**src/rtl/epc_len_pkg.sv**
```systemverilog
package epc_len_pkg;
  typedef enum logic [1:0] {
    BANK_RSV  = 2'b00,
    BANK_EPC  = 2'b01,
    BANK_TID  = 2'b10,
    BANK_USER = 2'b11
  } bank_e;

  typedef enum logic [0:0] {
    MODE_SHORT = 1'b0,
    MODE_LONG  = 1'b1
  } mode_e;
endpackage

```
**src/rtl/epc_len_mode_reg.sv**
```systemverilog
module epc_len_mode_reg
  import epc_len_pkg::*;
#(
  parameter int SHORT_WORDS = 8,
  parameter int LONG_WORDS  = 17,
  parameter int LEN_W       = $clog2(LONG_WORDS + 1)
) (
  input  logic             clk,
  input  logic             rst,
  input  logic             go_long,
  input  logic             go_short,
  output mode_e            mode_q,
  output logic [LEN_W-1:0] len_q
);
  localparam logic [LEN_W-1:0] SHORT_LEN = LEN_W'(SHORT_WORDS);
  localparam logic [LEN_W-1:0] LONG_LEN  = LEN_W'(LONG_WORDS);

  // the mode and the length are kept as separate flops so the length can be used directly by consumers
  always_ff @(posedge clk) begin
    if (rst) begin
      mode_q <= MODE_SHORT;
      len_q  <= SHORT_LEN;
    end else if (go_long) begin
      mode_q <= MODE_LONG;
      len_q  <= LONG_LEN;
    end else if (go_short) begin
      mode_q <= MODE_SHORT;
      len_q  <= SHORT_LEN;
    end
  end
endmodule

```
**src/rtl/epc_len_user_map.sv**
```systemverilog
module epc_len_user_map
  import epc_len_pkg::*;
#(
  parameter int ADDR_W      = 8,
  parameter int FREE_WORDS  = 9,
  parameter int SHARED_BASE = 24,
  parameter int PHYS_W      = 6
) (
  input  logic              user_hit,
  input  mode_e             mode,
  input  logic [ADDR_W-1:0] word,
  output logic              grant,
  output logic              deny,
  output logic [PHYS_W-1:0] phys
);
  localparam logic [ADDR_W-1:0] FREE_LIM = ADDR_W'(FREE_WORDS);
  localparam logic [PHYS_W-1:0] BASE     = PHYS_W'(SHARED_BASE);

  logic in_range;

  generate
    if (FREE_WORDS == 0) begin : g_no_free
      assign in_range = 1'b0;
    end else begin : g_free
      assign in_range = (word < FREE_LIM);
    end
  endgenerate

  always_comb begin
    grant = user_hit && (mode == MODE_SHORT) && in_range;
    deny  = user_hit && !grant;
    phys  = BASE + PHYS_W'(word);
  end
endmodule

```
**src/rtl/epc_len_decode.sv**
```systemverilog
module epc_len_decode
  import epc_len_pkg::*;
#(
  parameter int ADDR_W   = 8,
  parameter int DATA_W   = 16,
  parameter int CFG_ADDR = 'h14
) (
  input  logic              req_valid,
  input  logic              req_write,
  input  logic [1:0]        req_bank,
  input  logic [ADDR_W-1:0] req_addr,
  input  logic [DATA_W-1:0] req_wdata,
  input  logic              locked,
  input  mode_e             mode,
  output logic              go_long,
  output logic              go_short,
  output logic              cfg_err,
  output logic              user_hit,
  output logic [DATA_W-1:0] rdata
);
  localparam logic [ADDR_W-1:0] CFG_WORD  = ADDR_W'(CFG_ADDR);
  localparam logic [DATA_W-1:0] CODE_LONG = DATA_W'(1);
  localparam logic [DATA_W-1:0] CODE_SHRT = '0;

  logic cfg_hit, cfg_wr, code_ok, accept;

  always_comb begin
    cfg_hit  = req_valid && (bank_e'(req_bank) == BANK_EPC) && (req_addr == CFG_WORD);
    cfg_wr   = cfg_hit && req_write;
    code_ok  = (req_wdata == CODE_LONG) || (req_wdata == CODE_SHRT);
    accept   = cfg_wr && !locked && code_ok;
    go_long  = accept && (req_wdata == CODE_LONG);
    go_short = accept && (req_wdata == CODE_SHRT);
    cfg_err  = cfg_wr && !accept;
    user_hit = req_valid && (bank_e'(req_bank) == BANK_USER);
    rdata    = (cfg_hit && !req_write) ? DATA_W'(mode) : '0;
  end
endmodule

```
**src/rtl/epc_len_ctrl.sv**
```systemverilog
module epc_len_ctrl
  import epc_len_pkg::*;
#(
  parameter int ADDR_W      = 8,
  parameter int DATA_W      = 16,
  parameter int CFG_ADDR    = 'h14,
  parameter int SHORT_WORDS = 8,
  parameter int LONG_WORDS  = 17,
  parameter int SHARED_BASE = 24,
  parameter int PHYS_W      = 6,
  parameter int LEN_W       = $clog2(LONG_WORDS + 1)
) (
  input  logic              clk,
  input  logic              rst,
  input  logic              req_valid,
  input  logic              req_write,
  input  logic [1:0]        req_bank,
  input  logic [ADDR_W-1:0] req_addr,
  input  logic [DATA_W-1:0] req_wdata,
  input  logic              epc_locked,
  output logic              long_epc,
  output logic [LEN_W-1:0]  epc_len_words,
  output logic              rsp_valid,
  output logic              rsp_error,
  output logic [DATA_W-1:0] rsp_rdata,
  output logic              user_map_valid,
  output logic [PHYS_W-1:0] user_map_addr
);
  localparam int FREE_WORDS = LONG_WORDS - SHORT_WORDS;

  mode_e             mode_q;
  logic              go_long, go_short, cfg_err, user_hit;
  logic              grant, deny;
  logic [DATA_W-1:0] rd_next;
  logic [PHYS_W-1:0] phys_next;

  epc_len_decode #(
    .ADDR_W(ADDR_W), .DATA_W(DATA_W), .CFG_ADDR(CFG_ADDR)
  ) u_decode (
    .req_valid(req_valid), .req_write(req_write), .req_bank(req_bank),
    .req_addr(req_addr), .req_wdata(req_wdata), .locked(epc_locked),
    .mode(mode_q), .go_long(go_long), .go_short(go_short),
    .cfg_err(cfg_err), .user_hit(user_hit), .rdata(rd_next)
  );

  epc_len_mode_reg #(
    .SHORT_WORDS(SHORT_WORDS), .LONG_WORDS(LONG_WORDS), .LEN_W(LEN_W)
  ) u_mode (
    .clk(clk), .rst(rst), .go_long(go_long), .go_short(go_short),
    .mode_q(mode_q), .len_q(epc_len_words)
  );

  epc_len_user_map #(
    .ADDR_W(ADDR_W), .FREE_WORDS(FREE_WORDS),
    .SHARED_BASE(SHARED_BASE), .PHYS_W(PHYS_W)
  ) u_map (
    .user_hit(user_hit), .mode(mode_q), .word(req_addr),
    .grant(grant), .deny(deny), .phys(phys_next)
  );

  assign long_epc = (mode_q == MODE_LONG);

  always_ff @(posedge clk) begin
    if (rst) begin
      rsp_valid      <= 1'b0;
      rsp_error      <= 1'b0;
      rsp_rdata      <= '0;
      user_map_valid <= 1'b0;
      user_map_addr  <= '0;
    end else begin
      rsp_valid      <= req_valid;
      rsp_error      <= cfg_err || deny;
      rsp_rdata      <= rd_next;
      user_map_valid <= grant;
      user_map_addr  <= grant ? phys_next : '0;
    end
  end
endmodule

```
**config.mk**
```make
export PLATFORM = sky130hd
export DESIGN_NAME = epc_len_ctrl
export DESIGN_NICKNAME = d
export VERILOG_FILES = /design/src/rtl/epc_len_pkg.sv /design/src/rtl/epc_len_mode_reg.sv /design/src/rtl/epc_len_user_map.sv /design/src/rtl/epc_len_decode.sv /design/src/rtl/epc_len_ctrl.sv
export SDC_FILE = /design/constraint.sdc
export NUM_CORES = 1
export LEC_CHECK = 0
export ABC_AREA = 1
export BUFFER_PORTS_ARGS = -buffer_cell sky130_fd_sc_hd__buf_4
export CAP_MARGIN = 20
export CORE_AREA = 2 2 47 49
export CTS_CLUSTER_SIZE = 8
export DETAILED_ROUTE_END_ITERATION = 12
export DIE_AREA = 0 0 49 51
export GPL_ROUTABILITY_DRIVEN = 0
export PLACE_DENSITY = 0.78
export SLEW_MARGIN = 10
export SYNTH_ARGS = -nofsm -noshare
export SYNTH_HDL_FRONTEND = slang
export SYNTH_SLANG_ARGS = --single-unit
```
**constraint.sdc**
```tcl
create_clock -name clk -period 1.5 [get_ports clk]
set_input_delay 0.225 -clock clk [delete_from_list [all_inputs] [get_ports clk]]
set_output_delay 0.225 -clock clk [all_outputs]
set_load 0.02 [all_outputs]
```
# Word level (Yosys, flattened, before mapping)
# Index checks and enable logic that the tools add are counted.
# op_classes
reduce_logical,23
bitwise_logic,3
mux,4
n_eq_ne,4
magnitude_cmp,1
n_addsub,1
# op_table
operator,n
$eq 16x1->1 const B,1
$logic_not 16->1,1
$logic_and 1x1->1,13
$mux 5,2
$eq 8x5->1 const B,1
$lt 8x4->1 const B,1
$add 5x6->6 const A,1
$logic_not 1->1,4
$reduce_or 2->1,2
$not 1->1,3
$eq 2x1->1 const B,1
$eq 2x2->1 const B,1
$logic_or 1x1->1,2
$mux 1,2
$reduce_bool 2->1,1
# totals
inputBits,31
reg_bits,29
word_cells,44
out_inout_bits,31

# Longest topological paths before layout
# Gate-level depths: netlist of the first run.
# depth
depth_word,9
mapped_depth,9
depth_no_buf,9

# By module
# Synthesis of the first run repeated with hierarchy kept, for this count alone.
# unflattened
cells_unflattened,167
area_unflattened_um2,1243.7
# by_module_without_submodules
module,instances,cells_per_inst,area_each_um2,seq_area_each_um2
epc_len_ctrl,1,78,725.7,500.5
epc_len_decode,1,55,302.8,0.0
epc_len_user_map,1,21,110.1,0.0
epc_len_mode_reg,1,13,105.1,40.0

# Worst setup path after synthesis of the first run
# OpenSTA, ideal clock, no wires.
# synth_timing
kind,reg-to-reg
from,"register, netlist name u_mode.len_q[0]"
to,register user_map_addr[0]
required_time_ps,1383
arrival_ps,889
setup_ps,117
path_slack_ps,494
path_buffers,0
period_less_slack_ps,1006
stages_incl_launch_ff,6
cell_sequence,dfxtp_1 > inv_1 > nand4_1 > clkinv_1 > nand4_2 > nor2_1
# synth_rtl
element,line,text
end signal: assignment,epc_len_ctrl.sv:75,user_map_addr <= grant ? phys_next : '0;
end: declaration,epc_len_ctrl.sv:27,output logic [PHYS_W-1:0] user_map_addr

==> results of run 1 <==
==> worst min-delay path by stage <==
stage / start / endpoint / slack [ps] / cells after the start
3_3_place_gp: req_addr[3] / user_map_addr[3] / 410 / 2
6_report: rst / rsp_error / 130 / 2
4_1_cts: rst / rsp_error / 120 / 2
5_1_grt: req_addr[3] / user_map_addr[3] / 120 / 2
2_1_floorplan: rst / rsp_error / 290 / 1
3_5_place_dp: rst / rsp_error / 420 / 2
==> cells in the mapped netlist, types with 2 or more instances <==
cell / count / share of area
inv_1: 13 / 0.064
nor2_2: 2 / 0.016
inv_2: 3 / 0.015
nand2_1: 15 / 0.074
a21oi_1: 2 / 0.013
nand3_1: 3 / 0.020
nor2_1: 24 / 0.12
dfxtp_1: 12 / 0.32
nand2_2: 2 / 0.016
nor2_4: 2 / 0.030
buf_4: 19 / 0.19
nand4_1: 2 / 0.016
==> registers in the layout, summed over array words and instances, names as in the netlist <==
| register | count |
|---|---|
| rsp_error | 1 |
| rsp_valid | 1 |
| u_mode.len_q | 2 |
| rsp_rdata | 1 |
| user_map_addr | 6 |
| user_map_valid | 1 |
==> routing by layer <==
layer	part of all wire	GRT usage
met4	0.034	0.1000
met2	0.54	0.2671
met3	0.074	0.03509
met5	0	0
met1	0.35	0.1423
==> logic make-up (layout without fill, tap and decap cells) <==
group	Yosys count	after routing	share of synthesized area
other	1	17	0.004938
flip-flops	12	12	0.3163
buffers and inverters	36	65	0.2718
XOR/XNOR	1	1	0.01153
AO/OA/AOI/OAI	5	5	0.04117
AND/OR/NAND/NOR	54	54	0.3377
adder cells (fa/ha/maj)	1	1	0.01647
==> power by group through the flow <==
stage                     clock [mW]  combinational (mW)  sequential, mW
after floorplan                    0               0.107           0.332
after global placement             0               0.152           0.329
after detailed placement           0               0.155           0.329
after CTS                      0.266               0.155           0.321
after global routing           0.283               0.169           0.322
final                          0.260               0.156           0.321
==> layout make-up <==
class                           count  area [um2]  share of cell area
Multi-Input combinational cell     78       372.9              0.3457
Timing Repair Buffer               44       330.3              0.3063
Sequential cell                    12       240.2              0.2227
Inverter                           17       63.81             0.05916
Clock buffer                        4       36.28             0.03364
Tap cell                           28       35.03             0.03248
==> stage by stage <==
stage	hold WS [ps]	setup slack [ps]	utilization	power (mW)	area, um2
2_1_floorplan	294.1	493.9	-	0.4384	819.5
3_3_place_gp	414.2	442.9	0.5052	0.4807	1042
3_5_place_dp	423.6	411.6	0.5052	0.4835	1042
4_1_cts	124.0	451.0	0.5227	0.7428	1079
5_1_grt	123.8	313.2	0.5227	0.7737	1079
6_report	130.6	460.8	0.5227	0.7369	1079
==> impl_metrics.py, run 1 <==
metrics = {
    "clock_tree": {
        "cts_repair_resize_count": 0,
        "clockBufferDepth": 2,
        "cts_setup_buffers": 0,
        "cts_tree": "yes",
        "numCtsBuffers": 3,
        "clock_sinks": 12,
        "hold_buffers": 0,
        "insertion_delay_ps": 280,
        "cts-root-buf": "clkbuf_4",
        "htreeDepth": 1,
        "path_clk_slew_ps": 80,
    },
    "power": {
        "power_density_nw_per_um2": 683.3,
        "p_comb_frac": 0.212,
        "peakVddDrop_mv": 0.3517,
        "p_sw_frac": 0.2734,
        "p_sw_uw": 201.5,
        "p_leak_nw": 0.5922,
        "power.internal_uw": 535.4,
        "p_clk_frac": 0.352,
        "p_seq_frac": 0.436,
    },
    "final_layout": {
        "layoutNonFillerInstCount": 183,
        "area_growth_pct": 42.01,
        "fillCellCount": 200,
        "final_cell_mix": "buf_4, nor2_1, conb_1, nand2_1, inv_1",
        "antenna_cells": 0,
        "drive_above_1_share": 0.3871,
        "fin_nets": 188,
        "final_common_cell": "buf_4",
    },
    "die": {
        "rows": 17,
        "die_area_um2": 2499,
        "pin_count": 62,
        "die_h_um": 51,
        "start_util": 0.3681,
        "die_w_um": 49,
        "coreArea_um2": 2063,
    },
    "sta": {
        "setup_tns_ps": 0,
        "setup_viol": 0,
        "period_needed_ps": 1039,
        "fmaxAchievable_mhz": 962.2,
        "timing.final.hold_violations": 0,
        "grt_setup_unrepaired": "false",
        "slew_violations": 0,
        "finalCritPeriodShare": 0.6928,
        "final.setup_skew_ps": 2.314,
    },
    "synth": {
        "synth-seq-cells": 12,
        "netlist_instances": 110,
        "ys_types": 23,
        "synth_area_um2": 759.5,
        "yosysWarnings": 0,
        "ys_async_sr_fraction": 0,
        "synthFlopType": "dfxtp_1",
        "synth-edff-count": 0,
        "ys_seq_area_frac": 0.3163,
        "avgSynthCellArea_um2": 6.904,
    },
    "grt": {
        "grt_pass1_vias": 728,
        "grt-ovfl-total": 0,
        "grt_usage": 0.1443,
        "grt_max_degree": 8,
        "antenna_found_initial": 0,
        "grt_pass1_wl_um": 2787,
    },
    "route": {
        "vias_per_cell": 4.235,
        "drt_wl_total_um": 1691,
        "drt_iter0_markers": 20,
        "drc_errors": 0,
        "drtPass1Iterations": 4,
        "wire_per_inst_um": 9.240,
        "vias": 775,
        "ant_nets": 0,
    },
    "critical_path": {
        "r2r_slack_ps": 500,
        "critPathMaxFanout": 4,
        "path_delay_family": "flip-flops",
        "endpoint_kind": "primary output",
        "path_cells": "buf_4",
        "start_kind": "flip-flop",
        "cp_slowest_stage_delay_ps": 380,
        "critical_path_class": "reg2out",
        "crit_slowest_cell": "dfxtp_1",
        "startpoint": "u_mode.len_q[0]",
        "path_depth": 1,
        "crit_buf_inv": 1,
        "cp.arrival_ps": 810,
        "required_ps": 1270,
        "worstRegToRegCells": 5,
        "timing.rr.start": "u_mode.len_q[0]",
        "rr_endpoint": "user_map_addr[3]",
        "crit_path_end": "epc_len_words[4]",
    },
    "place": {
        "dp_hpwl_um": 1404,
        "dp.cells": 179,
        "port_buffers": 44,
    },
    "min_path": {
        "hp-class": "in2reg",
    },
    "flow_run": {
        "drv_cap": 0,
    },
    "status": {
        "status": "finished clean",
    },
}
Note: power is estimated with default switching activity, not from simulation.
==> run 2: changes to the inputs <==
--- a/config.mk
+++ b/config.mk
@@ -5,15 +5,15 @@
 export SDC_FILE = /design/constraint.sdc
 export NUM_CORES = 1
 export LEC_CHECK = 0
-export ABC_AREA = 1
+export ABC_AREA = 0
 export BUFFER_PORTS_ARGS = -buffer_cell sky130_fd_sc_hd__buf_4
 export CAP_MARGIN = 20
-export CORE_AREA = 2 2 47 49
+export CORE_AREA = 2 2 49 51
 export CTS_CLUSTER_SIZE = 8
 export DETAILED_ROUTE_END_ITERATION = 12
-export DIE_AREA = 0 0 49 51
+export DIE_AREA = 0 0 51 53
 export GPL_ROUTABILITY_DRIVEN = 0
-export PLACE_DENSITY = 0.78
+export PLACE_DENSITY = 0.7
 export SLEW_MARGIN = 10
 export SYNTH_ARGS = -nofsm -noshare
 export SYNTH_HDL_FRONTEND = slang
==> constraint.sdc (replaced) <==
create_clock -name clk -period 0.9 [get_ports clk]
set_input_delay 0.135 -clock clk [delete_from_list [all_inputs] [get_ports clk]]
set_output_delay 0.135 -clock clk [all_outputs]
set_load 0.02 [all_outputs]
==> run 2 against run 1 <==
Net effect:
- the flow now finishes with violations (setup timing)
- via count decreased by 14%
- clock skew decreased by 0.91 ps
- design area increased by 15%
- sequential share of layout area decreased by 2.5 points
- worst setup slack got worse by 650 ps
- final cell count decreased by 15%
- utilization increased by 5.4 points
- global-route usage decreased by 0.83 points
- routed wire length increased by 18%
- total power increased by 73%
==> impl_metrics.py, run 2 <==
metrics = {
    "grt": {
        "grt_pass1_wl_um": 2746,
        "grt_usage": 0.1360,
        "antenna_found_initial": 0,
        "grt-ovfl-total": 0,
        "grt_pass1_vias": 658,
        "grt_max_degree": 8,
    },
    "power": {
        "p_leak_nw": 0.6008,
        "total_power_mw": 1.274,
        "peakVddDrop_mv": 0.6248,
        "power_density_nw_per_um2": 1028,
    },
    "sta": {
        "final.setup_skew_ps": 1.400,
        "whs_ps": 44.24,
        "setup_tns_ps": -1162,
        "finalCritPeriodShare": 1.208,
        "setup_slack_ps": -186.8,
        "fmaxAchievable_mhz": 920.1,
        "slew_violations": 0,
        "grt_setup_unrepaired": "true",
        "period_needed_ps": 1087,
        "timing.final.hold_violations": 0,
        "setup_viol": 12,
    },
    "route": {
        "drt_wl_total_um": 1996,
        "vias_per_cell": 4.250,
        "drt_iter0_markers": 5,
        "vias": 663,
        "ant_nets": 0,
        "drc_errors": 0,
        "drtPass1Iterations": 4,
        "wire_per_inst_um": 12.79,
    },
    "synth": {
        "synthFlopType": "dfxtp_1",
        "synth-edff-count": 0,
        "synth_area_um2": 643.1,
        "ys_types": 25,
        "synth.top_cells.by_count": "buf_4, dfxtp_1, inv_1, nor2_1, nor4_1",
        "yosys.area.top_type_share": 0.3735,
        "synth-seq-cells": 12,
        "avgSynthCellArea_um2": 9.321,
        "synthTopCellsByArea": "dfxtp_1, buf_4, nor4_1, nor4b_4, and2_1",
        "ys_async_sr_fraction": 0,
        "netlist_instances": 69,
        "yosysWarnings": 0,
        "yosysMostFrequentCell": "buf_4",
        "ys_seq_area_frac": 0.3735,
        "synth_area_leader_cell": "dfxtp_1",
    },
    "status": {
        "status": "finished with violations",
        "violations": "setup timing",
    },
    "critical_path": {
        "required_ps": 1060,
        "cp.arrival_ps": 1250,
        "critical_path_class": "in2reg",
        "critPathMaxFanout": 2,
        "endpoint_kind": "flip-flop",
        "start_kind": "input pin",
    },
    "final_layout": {
        "largest_registers": "user_map_addr x6, u_mode.len_q x2",
        "drive_above_1_share": 0.6484,
        "final_common_cell": "buf_4",
        "regMostFlops": "user_map_addr",
        "postLayoutCoreUtil": 0.5772,
        "fin_nets": 161,
        "largest_reg_flops": 6,
        "area_growth_pct": 92.80,
        "antenna_cells": 0,
        "final_cell_mix": "buf_4, conb_1, buf_6, dfxtp_1, nor4_4",
    },
    "die": {
        "die_area_um2": 2703,
        "die_w_um": 51,
        "die_h_um": 53,
        "start_util": 0.2994,
        "pin_count": 62,
        "coreArea_um2": 2148,
        "rows": 17,
    },
    "place": {
        "dp_hpwl_um": 1499,
        "port_buffers": 44,
    },
    "clock_tree": {
        "clockBufferDepth": 2,
        "insertion_delay_ps": 260,
        "path_clk_slew_ps": 80,
        "cts-root-buf": "clkbuf_4",
        "hold_buffers": 0,
        "numCtsBuffers": 3,
        "clock_sinks": 12,
        "htreeDepth": 1,
        "cts_tree": "yes",
    },
    "flow_run": {
        "drv_cap": 0,
    },
    "min_path": {
        "hp-class": "in2reg",
    },
}
[run 2: cell types whose count changed after synthesis, sizes merged, moves of 2 or more]
cell	previous run	this run
nand2b	0	2
nor4b	0	2
nor4	1	4
inv	16	4
and2	0	3
nor2	28	4
nand2	17	0
[run 2: power by group]
group          switching, mW  internal, mW
combinational          0.168         0.152
clock                  0.177         0.245
sequential          0.000957         0.531
total                  0.346         0.929
[run 2: per-stage QoR]
stage	cell area (um2)	setup WS, ps	instances
after floorplan	760.7	-298.0	85
after global placement	1059	-438.5	148
after detailed placement	1059	-508.6	148
after CTS	1149	-157.1	155
after global routing	1240	-206.3	156
final	1240	-186.8	156
[run 2: logic make-up (layout without fill, tap and decap cells)]
| family | after synthesis | count (layout) | share of synthesized area |
|---|---|---|---|
| simple gates | 25 | 25 | 0.2841 |
| buf+inv | 23 | 66 | 0.2451 |
| flops | 12 | 12 | 0.3735 |
| compound gates | 6 | 6 | 0.05837 |
| fa+ha+maj | 1 | 1 | 0.01945 |
| other cells | 1 | 17 | 0.005831 |
| xor+xnor | 1 | 1 | 0.01362 |
[run 2: what timing repair did]
item                       4_1_cts  5_1_grt
gates cloned                     0        0
resized for setup                9       20
setup buffers                    3        3
pin swaps                        5       10
setup endpoints to repair       13       16
[run 2: layer usage]
layer | vias up | GRT usage | part of all wire
li1 | 318 | - | -
met1 | 307 | 0.1426 | 0.37
met2 | 36 | 0.2468 | 0.53
met3 | 2 | 0.03672 | 0.087
met4 | 0 | 0.07207 | 0.012
met5 | - | 0 | 0
[run 2: final cells by class]
| class | count | area [um2] |
|---|---|---|
| Multi-Input combinational cell | 50 | 425.4 |
| Tap cell | 28 | 35.03 |
| Timing Repair Buffer | 58 | 480.5 |
| Fill cell | 172 | 908.4 |
| Sequential cell | 12 | 245.2 |
| Clock buffer | 4 | 36.28 |
| Inverter | 4 | 17.52 |
[run 2: worst paths after layout]
path	startpoint	end	slack, ps	cells after the start
min	req_write	rsp_rdata[0]	40	2
max reg2reg	u_mode.len_q[0]	user_map_addr[2]	-150	5
min reg2reg	u_mode.len_q[3]	u_mode.len_q[3]	560	2
max	req_addr[0]	u_mode.len_q[3]	-190	5
[run 2: worst max-delay path, cell delays in order]
cell	delay, ps
buf_8	100
nor4b_4	310
nand4_2	160
or3_4	360
a21o_1	180
